$ cat src/rtl/alu_flag_pkg.sv
package alu_flag_pkg;

    typedef enum logic [3:0] {
        OP_AND = 4'd0,
        OP_EOR = 4'd1,
        OP_SUB = 4'd2,
        OP_ADD = 4'd4,
        OP_ADC = 4'd5,
        OP_TST = 4'd8,
        OP_TEQ = 4'd9,
        OP_CMP = 4'd10,
        OP_ORR = 4'd12,
        OP_MOV = 4'd13,
        OP_BIC = 4'd14,
        OP_MVN = 4'd15
    } alu_op_e;

    typedef struct packed {
        logic n;
        logic z;
        logic c;
        logic v;
    } nzcv_t;

    function automatic logic op_is_arith(input logic [3:0] code);
        return code == OP_ADD || code == OP_ADC || code == OP_SUB || code == OP_CMP;
    endfunction

    function automatic logic op_is_compare(input logic [3:0] code);
        return code == OP_TST || code == OP_TEQ || code == OP_CMP;
    endfunction

    function automatic logic op_is_valid(input logic [3:0] code);
        return !(code == 4'd3 || code == 4'd6 || code == 4'd7 || code == 4'd11);
    endfunction

endpackage

$ cat src/rtl/alu_add_path.sv
module alu_add_path
    import alu_flag_pkg::*;
#(
    parameter int WIDTH = 32
) (
    input  logic [WIDTH-1:0] a,
    input  logic [WIDTH-1:0] b,
    input  logic [3:0]       op,
    input  logic             carry_in,
    output logic [WIDTH-1:0] sum,
    output logic             cout,
    output logic             ovf
);
    localparam int MSB = WIDTH - 1;

    logic [WIDTH-1:0] b_eff;
    logic             c_eff;

    always_comb begin
        b_eff = b;
        c_eff = 1'b0;
        case (op)
            OP_ADC:         c_eff = carry_in;
            OP_SUB, OP_CMP: begin
                b_eff = ~b;
                c_eff = 1'b1;
            end
            default: ;
        endcase
        {cout, sum} = {1'b0, a} + {1'b0, b_eff} + (WIDTH+1)'(c_eff);
        ovf = (a[MSB] == b_eff[MSB]) && (sum[MSB] != a[MSB]);
    end

    // equal operands subtract to zero with no borrow
    always_comb begin
        if ((op == OP_SUB || op == OP_CMP) && a == b)
            a_r7_equal_sub: assert (sum == '0 && cout && !ovf)
                else $error("a_r7_equal_sub");
    end

endmodule

$ cat src/rtl/alu_bit_path.sv
module alu_bit_path
    import alu_flag_pkg::*;
#(
    parameter int WIDTH = 32
) (
    input  logic [WIDTH-1:0] a,
    input  logic [WIDTH-1:0] b,
    input  logic [3:0]       op,
    output logic [WIDTH-1:0] res
);
    always_comb begin
        case (op)
            OP_AND, OP_TST: res = a & b;
            OP_EOR, OP_TEQ: res = a ^ b;
            OP_ORR:         res = a | b;
            OP_BIC:         res = a & ~b;
            OP_MOV:         res = b;
            OP_MVN:         res = ~b;
            default:        res = '0;
        endcase
    end

    // bit clear leaves no bit that the mask sets
    always_comb begin
        if (op == OP_BIC)
            a_r1_bic_disjoint: assert ((res & b) == '0)
                else $error("a_r1_bic_disjoint");
    end

endmodule

$ cat src/rtl/alu_cond_check.sv
module alu_cond_check
    import alu_flag_pkg::*;
(
    input  logic [3:0] cond,
    input  nzcv_t      fl,
    output logic       pass
);
    always_comb begin
        case (cond)
            4'd0:    pass = fl.z;
            4'd1:    pass = !fl.z;
            4'd2:    pass = fl.c;
            4'd3:    pass = !fl.c;
            4'd4:    pass = fl.n;
            4'd5:    pass = !fl.n;
            4'd6:    pass = fl.v;
            4'd7:    pass = !fl.v;
            4'd8:    pass = fl.c && !fl.z;
            4'd9:    pass = !fl.c || fl.z;
            4'd10:   pass = fl.n == fl.v;
            4'd11:   pass = fl.n != fl.v;
            4'd12:   pass = !fl.z && (fl.n == fl.v);
            4'd13:   pass = fl.z || (fl.n != fl.v);
            4'd14:   pass = 1'b1;
            default: pass = 1'b0;
        endcase
    end

    // the always code passes and the never code does not
    always_comb begin
        a_r8_fixed_codes: assert ((cond != 4'd14 || pass) && (cond != 4'd15 || !pass))
            else $error("a_r8_fixed_codes");
    end

endmodule

$ cat src/rtl/alu_flag_core.sv
module alu_flag_core
    import alu_flag_pkg::*;
#(
    parameter int WIDTH = 32
) (
    input  logic [WIDTH-1:0] opnd_a,
    input  logic [WIDTH-1:0] opnd_b,
    input  logic             shift_carry,
    input  logic [3:0]       op,
    input  logic             set_flags,
    input  logic [3:0]       flags_in,
    input  logic [3:0]       cond,
    output logic [WIDTH-1:0] result,
    output logic             result_we,
    output logic [3:0]       flags_out,
    output logic             cond_pass
);
    localparam int MSB = WIDTH - 1;

    nzcv_t            cur_fl;
    nzcv_t            nxt_fl;
    logic [WIDTH-1:0] add_sum;
    logic [WIDTH-1:0] bit_res;
    logic [WIDTH-1:0] value;
    logic             add_cout;
    logic             add_ovf;
    logic             is_arith;
    logic             is_cmp;
    logic             is_valid;
    logic             do_update;

    assign cur_fl = nzcv_t'(flags_in);

    alu_add_path #(.WIDTH(WIDTH)) u_add (
        .a        (opnd_a),
        .b        (opnd_b),
        .op       (op),
        .carry_in (cur_fl.c),
        .sum      (add_sum),
        .cout     (add_cout),
        .ovf      (add_ovf)
    );

    alu_bit_path #(.WIDTH(WIDTH)) u_bit (
        .a   (opnd_a),
        .b   (opnd_b),
        .op  (op),
        .res (bit_res)
    );

    alu_cond_check u_cond (
        .cond (cond),
        .fl   (cur_fl),
        .pass (cond_pass)
    );

    always_comb begin
        is_arith  = op_is_arith(op);
        is_cmp    = op_is_compare(op);
        is_valid  = op_is_valid(op);
        value     = is_arith ? add_sum : bit_res;
        do_update = cond_pass && is_valid && (is_cmp || set_flags);
        nxt_fl    = cur_fl;
        if (do_update) begin
            nxt_fl.n = value[MSB];
            nxt_fl.z = (value == '0);
            nxt_fl.c = is_arith ? add_cout : shift_carry;
            nxt_fl.v = is_arith ? add_ovf : cur_fl.v;
        end
    end

    assign result    = value;
    assign result_we = cond_pass && is_valid && !is_cmp;
    assign flags_out = nxt_fl;

    always_comb begin
        // compare and test never write a result
        if (op_is_compare(op))
            a_r3_cmp_nowrite: assert (!result_we) else $error("a_r3_cmp_nowrite");
        // a failed condition changes nothing
        if (!cond_pass)
            a_r9_fail_hold: assert (!result_we && flags_out == flags_in)
                else $error("a_r9_fail_hold");
        // unused opcodes change nothing
        if (!op_is_valid(op))
            a_r10_unused_hold: assert (!result_we && flags_out == flags_in)
                else $error("a_r10_unused_hold");
        // Z and N agree with the value whenever flags move
        if (flags_out != flags_in)
            a_r5_nz_match: assert (flags_out[2] == (result == '0) && flags_out[3] == result[MSB])
                else $error("a_r5_nz_match");
        // logic operations keep V
        if (!op_is_arith(op))
            a_r6_v_keep: assert (flags_out[0] == flags_in[0]) else $error("a_r6_v_keep");
    end

endmodule

$ cat config.mk
export PLATFORM = sky130hd
export DESIGN_NAME = alu_flag_core
export DESIGN_NICKNAME = d
export VERILOG_FILES = /design/src/rtl/alu_flag_pkg.sv /design/src/rtl/alu_add_path.sv /design/src/rtl/alu_bit_path.sv /design/src/rtl/alu_cond_check.sv /design/src/rtl/alu_flag_core.sv
export SDC_FILE = /design/constraint.sdc
export NUM_CORES = 1
export LEC_CHECK = 0
export BUFFER_PORTS_ARGS = -buffer_cell sky130_fd_sc_hd__buf_4
export CAP_MARGIN = 20
export CORE_MARGIN = 3
export CORE_UTILIZATION = 55
export DETAILED_ROUTE_END_ITERATION = 8
export GPL_TIMING_DRIVEN = 0
export MAX_ROUTING_LAYER = met4
export PLACE_DENSITY_LB_ADDON = 0.12
export SYNTH_ARGS = -nofsm -noshare
export SYNTH_HDL_FRONTEND = slang
export SYNTH_SLANG_ARGS = --single-unit
export TNS_END_PERCENT = 100
$ cat constraint.sdc
create_clock -name vclk -period 9.9
set_input_delay 0.99 -clock vclk [all_inputs]
set_output_delay 0.99 -clock vclk [all_outputs]
set_load 0.005 [all_outputs]
==> flow_metrics.tcl <==
set metrics [dict create \
    ys_top_cells_by_count "inv_1 (78), xnor2_1 (68), ha_1 (64)" \
    timing_hold_violations_final 0 \
    start_kind "input port" \
    firstDrtPassIters 9 \
    p_per_area_mw_per_mm2 71.7 \
    regArea_sq_um 0 \
    syn_area_per_cell_sq_um 6.70 \
    finalSetupViolCount 0 \
    power_frac_clock_pct 0 \
    fp.dieH_um 100 \
    crit_required_ps 8910 \
    port_buffers 116 \
    drtIter0Drc 652 \
    area_delta_synth_final_pct 20.6 \
    initial_core_util_pct 58.0 \
    comb_power_share_pct 100.0 \
    wirelength_um 19300 \
    p_int_mw 0.180 \
    rsz0062_at_grt "false" \
    arrival_ps 6500 \
    grt_max_degree 11 \
    die_x_um 100 \
    antenna_found_initial 0 \
    ys_seq_area_share_pct 0 \
    syn_inst 726 \
    ir_drop_uv 39.9 \
    layout_min_cycle_time_ps 7490 \
    grt_pass1_vias 5921 \
    hold_buffers 0 \
    fillers 741 \
    slowest_stage "clkbuf_1" \
    rows 33 \
    fin_crit_sh_pct 75.7 \
    place_congestion 1.07 \
    grt_usage_pct 37.2 \
    hold_ws_ps 2290 \
    avgViaCountPerCell 6.70 \
    post_route_cells_drive_above_1_share_pct 18.9 \
    core_region_area_sq_mm 0.00838 \
    finalSetupTns_ps 0 \
    overflow 0 \
    min_path_type "input port to output port" \
    cp_cell_sequence "buf_4 > clkbuf_1 > clkbuf_1 > clkbuf_1 > nand2_1 > o21ai_0 > fa_1 > inv_1 > fa_1 > nand3b_1 > a21oi_1 > o41ai_4 > o31ai_2 > a41oi_2 > xor2_1 > o21ai_1 > or3_1 > nor4_2 > a32o_1 > buf_4" \
    critical_path_class "input port to output port" \
    yosysTopAreaCell "ha_1" \
    ctsResizeCount 0 \
    maxCapViolCount 0 \
    dp.final_hpwl_um 15300 \
    postCtsSetupBuffers 0 \
    num_vias 6346 \
    worstSetupEndpointType "output port" \
    diodes 0 \
    fin_area_sq_mm 0.00586 \
    critPathTopFamily "compound AO/OA/AOI/OAI gates" \
    p_sw_share_pct 57.2 \
    seqPwrFrac_pct 0 \
    seq_cells 0 \
    max_slew_margin_pct 28.3 \
    p_leak_nw 2.69 \
    synth-warning-count 0 \
    report.final.slew_viol_count 0 \
    synthDominantCellAreaShare_pct 16.5 \
    cp_num_buf_inv 6 \
    worst-path-max-fanout 10 \
    grt_pass1_wl_um 29500 \
    ys_types 76 \
    cpMostUsedCell "clkbuf_1" \
    clock.fmax_mhz 134 \
    synth.most_common_cell "inv_1" \
    tightest_slew_ps 1080 \
    critPathMaxStageDelay_ps 560 \
    placed_cell_area_sq_mm 0.00586 \
    ant_nets 0 \
    clock_buffer_count 0 \
    outcome "completed" \
    num-nets-final 988 \
    ios 116 \
    syn-num-nets 870 \
    synth_area_leaders "ha_1 (16%), xnor2_1 (12%), inv_1 (6.0%), a21oi_1 (5.9%), o21ai_0 (4.7%)" \
    wl_per_cell_um 20.4 \
    drc 0 \
    syn_area_sq_mm 0.00486 \
    design.die.area_sq_mm 0.0100 \
    p_switching_mw 0.241 \
]
-- stage by stage --
| stage | util [%] | cells | power [mW] | setup slack (ps) |
|---|---|---|---|---|
| after floorplan | - | 726 | 0.258 | 3970 |
| after global routing | 70.0 | 947 | 0.452 | 2170 |
| after detailed placement | 70.0 | 947 | 0.406 | 2540 |
| final | 70.0 | 947 | 0.421 | 2410 |
| after CTS | 70.0 | 947 | 0.408 | 2540 |
| after global placement | 70.0 | 947 | 0.396 | 2700 |
-- kinds of logic (layout without fill, tap and decap cells) --
| family | after synthesis | count (layout) | share of synthesized area, % |
|---|---|---|---|
| AOI/OAI and AO/OA | 252 | 252 | 36.0 |
| and+or+nand+nor | 198 | 198 | 20.4 |
| buffers and inverters | 120 | 236 | 9.80 |
| xor gates and xnor gates | 79 | 79 | 14.2 |
| adders and majority gates | 66 | 66 | 17.3 |
| muxes | 11 | 11 | 2.29 |
-- metal layers --
metal	GRT usage, %	up-vias	wire length, um
met3	5.42	98	2420
met5	-	-	0
met2	59.5	468	8570
met4	14.3	0	810
met1	47.5	2881	7490
li1	-	2899	-
-- worst min-delay path: cells and delay by family --
kind                   cells  cell delay, ps
buffers and inverters      2             210
and+or+nand+nor            1              50
AOI/OAI and AO/OA          1              60
-- area by class of cell --
| cell class | instances | area, sq um | share of cell area, % |
|---|---|---|---|
| plain buffers | 41 | 180 | 3.07 |
| inverters | 79 | 297 | 5.06 |
| multi-input cells | 606 | 4390 | 74.8 |
| well taps | 105 | 131 | 2.24 |
| repair buffers | 116 | 871 | 14.8 |
-- cells in the final DEF, fill, tap and decap left out, types with 15 or more instances in the layout --
cell type,netlist,routed
inv_1,78,78
o21ai_0,46,46
ha_1,64,64
a31oi_1,20,20
nand2_1,49,49
nand3_1,23,23
nor2_1,54,54
clkbuf_1,23,23
a211oi_1,15,15
xnor2_1,68,68
o221ai_1,15,15
a21oi_1,57,57
buf_4,4,120
-- power groups by stage --
| stage | clock (mW) | combinational [mW] | sequential (mW) |
|---|---|---|---|
| after floorplan | 0 | 0.258 | 0 |
| after global placement | 0 | 0.396 | 0 |
| after detailed placement | 0 | 0.406 | 0 |
| after CTS | 0 | 0.408 | 0 |
| after global routing | 0 | 0.452 | 0 |
| final | 0 | 0.421 | 0 |
-- worst paths after layout --
path | end | depth (start not counted) | start
worst min-delay path | flags_out[1] | 4 | flags_in[1]
worst max-delay path | flags_out[2] | 20 | op[0]
No activity file was read; power rests on OpenSTA's default activity.
